`config.mk`:
```
export PLATFORM = sky130hd
export DESIGN_NAME = dsb_resolver
export DESIGN_NICKNAME = d
export VERILOG_FILES = /design/src/rtl/dsb_pkg.sv /design/src/rtl/dsb_expect.sv /design/src/rtl/dsb_divider.sv /design/src/rtl/dsb_lagmac.sv /design/src/rtl/dsb_resolver.sv
export SDC_FILE = /design/constraint.sdc
export NUM_CORES = 2
export LEC_CHECK = 0
export CORE_UTILIZATION = 55
export DETAILED_ROUTE_END_ITERATION = 8
export PLACE_DENSITY_LB_ADDON = 0.15
export SLEW_MARGIN = 20
export SYNTH_ARGS = -nofsm -noshare
export SYNTH_HDL_FRONTEND = slang
export SYNTH_SLANG_ARGS = --single-unit
```
`constraint.sdc`:
```
create_clock -name clk -period 26.3 [get_ports clk]
set_input_delay 3.945 -clock clk [delete_from_list [all_inputs] [get_ports clk]]
set_output_delay 3.945 -clock clk [all_outputs]
set_load 0.1 [all_outputs]
```
`src/rtl/dsb_pkg.sv`:
```
// Shared types for the data start block resolver.
package dsb_pkg;
    // Control states of the resolver sequencer.
    typedef enum logic [1:0] {
        ST_IDLE    = 2'd0,
        ST_DIVGO   = 2'd1,
        ST_DIVWAIT = 2'd2,
        ST_CORR    = 2'd3
    } dsb_state_e;
endpackage

```
`src/rtl/dsb_expect.sv`:
```
// Expected down-chirp sample count per block, derived from the integer
// timing offset. Purely combinational. Assumes M >= 3; slots past M-1 drop out.
module dsb_expect #(
    parameter int LOG2N = 7,
    parameter int M     = 6,
    parameter int EW    = LOG2N + 2
) (
    input  logic [LOG2N-1:0] sto,
    output logic [M*EW-1:0]  exp_flat
);
    localparam int N = 1 << LOG2N;

    logic [EW-1:0] sto_w;
    logic [EW-1:0] e2, e3, e4, e5;

    // Occupancy of the four slots around the down-chirp tail.
    always_comb begin
        sto_w = EW'(sto);
        e2 = EW'(N) - sto_w;
        e3 = EW'(N);
        e4 = EW'(N / 4) + sto_w;
        e5 = (sto_w > EW'(3 * N / 4)) ? (sto_w - EW'(3 * N / 4)) : '0;
    end

    for (genvar j = 0; j < M; j++) begin : g_slot
        if (j == 2) begin : g_s2
            assign exp_flat[j*EW +: EW] = e2;
        end else if (j == 3) begin : g_s3
            assign exp_flat[j*EW +: EW] = e3;
        end else if (j == 4) begin : g_s4
            assign exp_flat[j*EW +: EW] = e4;
        end else if (j == 5) begin : g_s5
            assign exp_flat[j*EW +: EW] = e5;
        end else begin : g_zero
            assign exp_flat[j*EW +: EW] = '0;
        end
    end
endmodule

```
`src/rtl/dsb_divider.sv`:
```
// Restoring bit-serial unsigned divider: one quotient bit per clock, NW steps.
// Assumes den is non-zero and held stable while busy.
module dsb_divider #(
    parameter int NW = 20,
    parameter int DW = 12
) (
    input  logic          clk,
    input  logic          rst_n,
    input  logic          go,
    input  logic [NW-1:0] num,
    input  logic [DW-1:0] den,
    output logic          done,
    output logic [NW-1:0] quo
);
    localparam int CW = $clog2(NW + 1);

    logic [DW-1:0] rem;
    logic [NW-1:0] qsh;
    logic [CW-1:0] cnt;
    logic          busy;
    logic [DW:0]   trial;
    logic [DW:0]   diff;
    logic          ge;

    // Trial subtraction for the next quotient bit.
    always_comb begin
        trial = {rem, qsh[NW-1]};
        diff  = trial - {1'b0, den};
        ge    = (trial >= {1'b0, den});
    end

    // Shift-and-subtract iteration with a done pulse after the last bit.
    always_ff @(posedge clk) begin
        if (!rst_n) begin
            rem  <= '0;
            qsh  <= '0;
            cnt  <= '0;
            busy <= 1'b0;
            done <= 1'b0;
        end else begin
            done <= 1'b0;
            if (go) begin
                rem  <= '0;
                qsh  <= num;
                cnt  <= CW'(NW);
                busy <= 1'b1;
            end else if (busy) begin
                rem <= ge ? diff[DW-1:0] : trial[DW-1:0];
                qsh <= {qsh[NW-2:0], ge};
                cnt <= cnt - 1'b1;
                if (cnt == CW'(1)) begin
                    busy <= 1'b0;
                    done <= 1'b1;
                end
            end
        end
    end

    assign quo = qsh;
endmodule

```
`src/rtl/dsb_lagmac.sv`:
```
// Score of one alignment lag: sum of expected x normalized over overlapping slots.
// Combinational; M multipliers, one lag evaluated per call.
module dsb_lagmac #(
    parameter int M  = 6,
    parameter int EW = 9,
    parameter int QW = 20,
    parameter int LW = 3,
    parameter int SW = 33
) (
    input  logic [M*EW-1:0] exp_flat,
    input  logic [M*QW-1:0] nq_flat,
    input  logic [LW-1:0]   lag,
    output logic [SW-1:0]   score
);
    logic [EW+QW-1:0] prod;

    // Multiply-accumulate over slots j with j+lag inside the window.
    always_comb begin
        score = '0;
        prod  = '0;
        for (int j = 0; j < M; j++) begin
            if (j + int'(lag) < M) begin
                prod  = (EW+QW)'(exp_flat[j*EW +: EW]) * (EW+QW)'(nq_flat[(j + int'(lag))*QW +: QW]);
                score = score + SW'(prod);
            end
        end
    end
endmodule

```
`src/rtl/dsb_resolver.sv`:
```
// Data start block resolver top. Captures offset and M magnitudes on start,
// normalizes slots 2..M-1 through a serial divider, scores lags 0..M-1 and
// pulses done with the best lag (lowest on ties). Assumes M >= 3.
module dsb_resolver #(
    parameter int LOG2N = 7,
    parameter int M     = 6,
    parameter int MAG_W = 12,
    parameter int FRAC  = 8
) (
    input  logic                   clk,
    input  logic                   rst_n,
    input  logic                   start_i,
    input  logic [LOG2N-1:0]       sto_i,
    input  logic [M*MAG_W-1:0]     mag_i,
    output logic                   done_o,
    output logic [$clog2(M)-1:0]   blk_o
);
    import dsb_pkg::*;

    localparam int EW = LOG2N + 2;
    localparam int QW = MAG_W + FRAC;
    localparam int LW = $clog2(M);
    localparam int SW = EW + QW + $clog2(M) + 1;

    dsb_state_e        state;
    logic [M*MAG_W-1:0] mag_q;
    logic [LOG2N-1:0]  sto_q;
    logic [MAG_W-1:0]  floor_q;
    logic [MAG_W-1:0]  range_q;
    logic [M*QW-1:0]   nq;
    logic [LW-1:0]     kidx;
    logic [LW-1:0]     lag;
    logic [SW-1:0]     best;
    logic [LW-1:0]     bidx;

    logic [MAG_W-1:0]  m0, m1, floor_c, spread_c, mk;
    logic [QW-1:0]     div_num;
    logic              div_go, div_done;
    logic [QW-1:0]     div_quo;
    logic [M*EW-1:0]   exp_flat;
    logic [SW-1:0]     score;

    // Noise floor and spread from the two leading blocks.
    always_comb begin
        m0       = mag_i[0 +: MAG_W];
        m1       = mag_i[MAG_W +: MAG_W];
        floor_c  = (m0 > m1) ? m0 : m1;
        spread_c = (m0 > m1) ? (m0 - m1) : (m1 - m0);
        if (spread_c == '0) spread_c = MAG_W'(1);
    end

    // Clamped, fixed-point-scaled numerator of the current slot.
    always_comb begin
        mk      = mag_q[int'(kidx)*MAG_W +: MAG_W];
        div_num = (mk > floor_q) ? {mk - floor_q, {FRAC{1'b0}}} : '0;
        div_go  = (state == ST_DIVGO);
    end

    dsb_expect #(.LOG2N(LOG2N), .M(M), .EW(EW)) u_exp (
        .sto      (sto_q),
        .exp_flat (exp_flat)
    );

    dsb_divider #(.NW(QW), .DW(MAG_W)) u_div (
        .clk   (clk),
        .rst_n (rst_n),
        .go    (div_go),
        .num   (div_num),
        .den   (range_q),
        .done  (div_done),
        .quo   (div_quo)
    );

    dsb_lagmac #(.M(M), .EW(EW), .QW(QW), .LW(LW), .SW(SW)) u_mac (
        .exp_flat (exp_flat),
        .nq_flat  (nq),
        .lag      (lag),
        .score    (score)
    );

    // Sequencer: capture, divide each slot, score each lag, report.
    always_ff @(posedge clk) begin
        if (!rst_n) begin
            state   <= ST_IDLE;
            mag_q   <= '0;
            sto_q   <= '0;
            floor_q <= '0;
            range_q <= MAG_W'(1);
            nq      <= '0;
            kidx    <= '0;
            lag     <= '0;
            best    <= '0;
            bidx    <= '0;
            done_o  <= 1'b0;
            blk_o   <= '0;
        end else begin
            done_o <= 1'b0;
            case (state)
                ST_IDLE: begin
                    if (start_i) begin
                        mag_q   <= mag_i;
                        sto_q   <= sto_i;
                        floor_q <= floor_c;
                        range_q <= spread_c;
                        nq      <= '0;
                        kidx    <= LW'(2);
                        state   <= ST_DIVGO;
                    end
                end
                ST_DIVGO: begin
                    state <= ST_DIVWAIT;
                end
                ST_DIVWAIT: begin
                    if (div_done) begin
                        nq[int'(kidx)*QW +: QW] <= div_quo;
                        if (kidx == LW'(M - 1)) begin
                            lag   <= '0;
                            best  <= '0;
                            state <= ST_CORR;
                        end else begin
                            kidx  <= kidx + 1'b1;
                            state <= ST_DIVGO;
                        end
                    end
                end
                ST_CORR: begin
                    if (lag == '0 || score > best) begin
                        best <= score;
                        bidx <= lag;
                    end
                    if (lag == LW'(M - 1)) begin
                        done_o <= 1'b1;
                        blk_o  <= (score > best) ? lag : bidx;
                        state  <= ST_IDLE;
                    end else begin
                        lag <= lag + 1'b1;
                    end
                end
                default: state <= ST_IDLE;
            endcase
        end
    end
endmodule

```
==> impl_metrics.tcl <==
set metrics [dict create \
    outcome "finished with violations" \
    failed_checks "design-rule violations" \
    cts_root_buf "clkbuf_16" \
    yosysWarnings 0 \
    critPathArrivalTime_ps 18490 \
    drtIter0Drc 6877 \
    critPathKind "reg2reg" \
    port_buffers 85 \
    post_cts_buffers 0 \
    yosys.area.top_type "fa_1" \
    wire_per_inst_um 25.5 \
    synthFlopType "dfxtp_1" \
    grt.total_usage 0.410 \
    die_w_um 304 \
    worst_ir_drop_vdd_uv 72.4 \
    top_layer "met5" \
    fmax_ghz 0.0558 \
    via_per_inst 6.63 \
    cts_resized 0 \
    ioPinCount 86 \
    required_ps 26850 \
    wl_met3_mm 24.1 \
    hp-start "mag_q[49]$_SDFFE_PN0P_" \
    cp_slowest_cell "and2_1" \
    cp_slowest_stage_delay_ps 750 \
    die-area_mm2 0.0925 \
    gr-total-overflow 0 \
    multi_input_area_mm2 0.0404 \
    syn_avg_cell_area_um2 7.61 \
    antenna_found_initial 5 \
    place_hpwl_mm 152 \
    fill_cells 8497 \
    core_mm2 0.0903 \
    drive_gt1_frac 0.0738 \
    r2r_cells 63 \
    netlist_top_cells_count "nand2_1, nor2_1, inv_1, a21oi_1, fa_1" \
    grt_pass1_wl_mm 293 \
    routed-wl-met2_mm 80.0 \
    cp_common_cell "ha_1" \
    period_share 0.682 \
    initial_utilization 0.556 \
    seq_area_frac_synth 0.123 \
    r2r_end "best[25]$_SDFFE_PN0P_" \
    async_reset_ff_frac 0 \
    synth_top_area_share 0.151 \
    m1WireLength_mm 77.5 \
    first_global_vias 46951 \
    rr_startpoint "lag[1]$_SDFFE_PN0P_" \
    synth_edf_count 0 \
    ff_latch_area_mm2 0.00620 \
    fin_nets 7249 \
    min_to "mag_q[49]$_SDFFE_PN0P_" \
    tightest_slew_ps 1210 \
    drtPass1Iterations 9 \
    clk_latency_ps 630 \
    cts_hold_buf 0 \
    syn-instance-count 6603 \
    final_hold_viol_count 0 \
    ctsHtreeMaxLevel 2 \
    vias 50767 \
    setup_violations 0 \
    tns_ps 0 \
    cts_tree "done" \
    cp_max_fo 46 \
    endpoint_kind "flop" \
    synth.top_cells.by_area "fa_1, dfxtp_1, ha_1" \
    cts_buffers 37 \
    fp.dieH_um 304 \
    r2r_setup_slack_ps 8370 \
    path_clk_slew_ps 80 \
    syn2layout_area_growth_pct 6.12 \
    drv_slew 0 \
    cp-start-kind "flop" \
    netlist_area_mm2 0.0502 \
    finalWeightedCongestion 1.10 \
    hp-class "reg2reg" \
    setup_ws_ps 8370 \
    max-clock-path-buffers 3 \
    synth_most_common_cell "nand2_1" \
    synth.distinct_cells 102 \
    power_density_mw_per_mm2 33.1 \
    p_leak_nw 22.6 \
    grt_max_degree 163 \
    grt_setup_unrepaired "false" \
    cts.sinks 309 \
    routed_wl_mm 195 \
    min_period_ps 17930 \
    drc_errors 2 \
    max-cap-violations 0 \
    post-place-ws_ps 8710 \
    ys_ff_latch 309 \
    skew_ps 51.4 \
    ant_nets 0 \
    fp-row-count 110 \
    holdPathStages 2 \
    slew-limit-headroom 0.191 \
]
-- flip-flops by register name (all words and copies together), names as in the netlist, 5 cells and up --
register   cells
best          32
floor_q       12
mag_q         72
nq           120
range_q       12
sto_q          7
u_div.cnt      5
u_div.quo     20
u_div.rem     12
-- final cells by class --
type                    count  area share
multi-input cells        5310       0.757
flip-flops and latches    309       0.116
inverters                 584      0.0413
repair buffers            206      0.0332
well taps                1176      0.0276
clock buffers              49      0.0197
clock inverters            16     0.00467
diodes                      2   0.0000939
-- placed cells by master, fill, tap and decap left out, drive strengths merged, types with 90 or more instances in the layout --
cell type  synthesis  layout
dfxtp            309     309
nor2b             95      95
a31oi            108     108
nand2            912     912
ha               341     341
mux4             146     146
o22ai            107     107
inv              580     581
xnor2             90      90
fa               378     378
a22oi            120     120
a21oi            513     513
nand2b           110     110
buf              127     121
nand3            132     132
o21ai            276     276
a211oi            95      95
mux2i            210     210
nor2             745     745
nor3              96      96
-- per-stage QoR --
stage          hold slack, ps  instance area [um^2]  instances  utilization  power, mW
6_report                  454                 53300       7652        0.590       1.76
5_1_grt                   472                 53300       7650        0.590       1.85
4_1_cts                   454                 53300       7650        0.590       1.75
3_5_place_dp              446                 52000       7585        0.576       1.19
3_3_place_gp              439                 52000       7584        0.575       1.19
2_1_floorplan             430                 50400       6642            -      0.996
-- routing by layer --
| metal | global-route usage | vias up |
|---|---|---|
| li1 | - | 22652 |
| met3 | 0.0966 | 613 |
| met1 | 0.561 | 24308 |
| met2 | 0.596 | 3190 |
| met5 | 0 | - |
| met4 | 0.226 | 4 |
-- critical path, delay by kind of cell, from the launching register on --
family	cells	cell delay, ps
muxes	1	120
and+or+nand+nor	16	4250
adders and majority gates	14	5420
buffers and inverters	8	1580
xor gates and xnor gates	2	280
AOI/OAI and AO/OA	22	5830
DFF	1	390
-- where the power goes --
group	total (mW)	switching, mW	leakage, nW	internal (mW)
clock network	0.562	0.237	0.628	0.325
registers	0.504	0.0180	2.51	0.486
logic	0.696	0.442	19.4	0.254
total	1.76	0.696	22.6	1.07
-- logic make-up (layout without fill, tap and decap cells) --
group / after synthesis / count (layout) / share of synthesized area
compound gates: 1687 / 1687 / 0.215
xor+xnor: 142 / 142 / 0.0249
fa+ha+maj: 719 / 719 / 0.236
buf+inv: 1023 / 855 / 0.0796
flops: 309 / 309 / 0.123
mux: 414 / 414 / 0.120
other cells: 2 / 43 / 0.000150
simple gates: 2307 / 2307 / 0.201
-- worst max path at each step --
stage,start,cells past startpoint,endpoint
floorplan,lag[1]$_SDFFE_PN0P_,69,best[25]$_SDFFE_PN0P_
global placement,lag[1]$_SDFFE_PN0P_,63,best[25]$_SDFFE_PN0P_
detailed placement,lag[2]$_SDFFE_PN0P_,61,best[25]$_SDFFE_PN0P_
CTS,lag[1]$_SDFFE_PN0P_,63,best[25]$_SDFFE_PN0P_
global route,lag[1]$_SDFFE_PN0P_,63,best[25]$_SDFFE_PN0P_
finish,lag[1]$_SDFFE_PN0P_,63,best[25]$_SDFFE_PN0P_
Note: power is estimated with default switching activity, not from simulation.
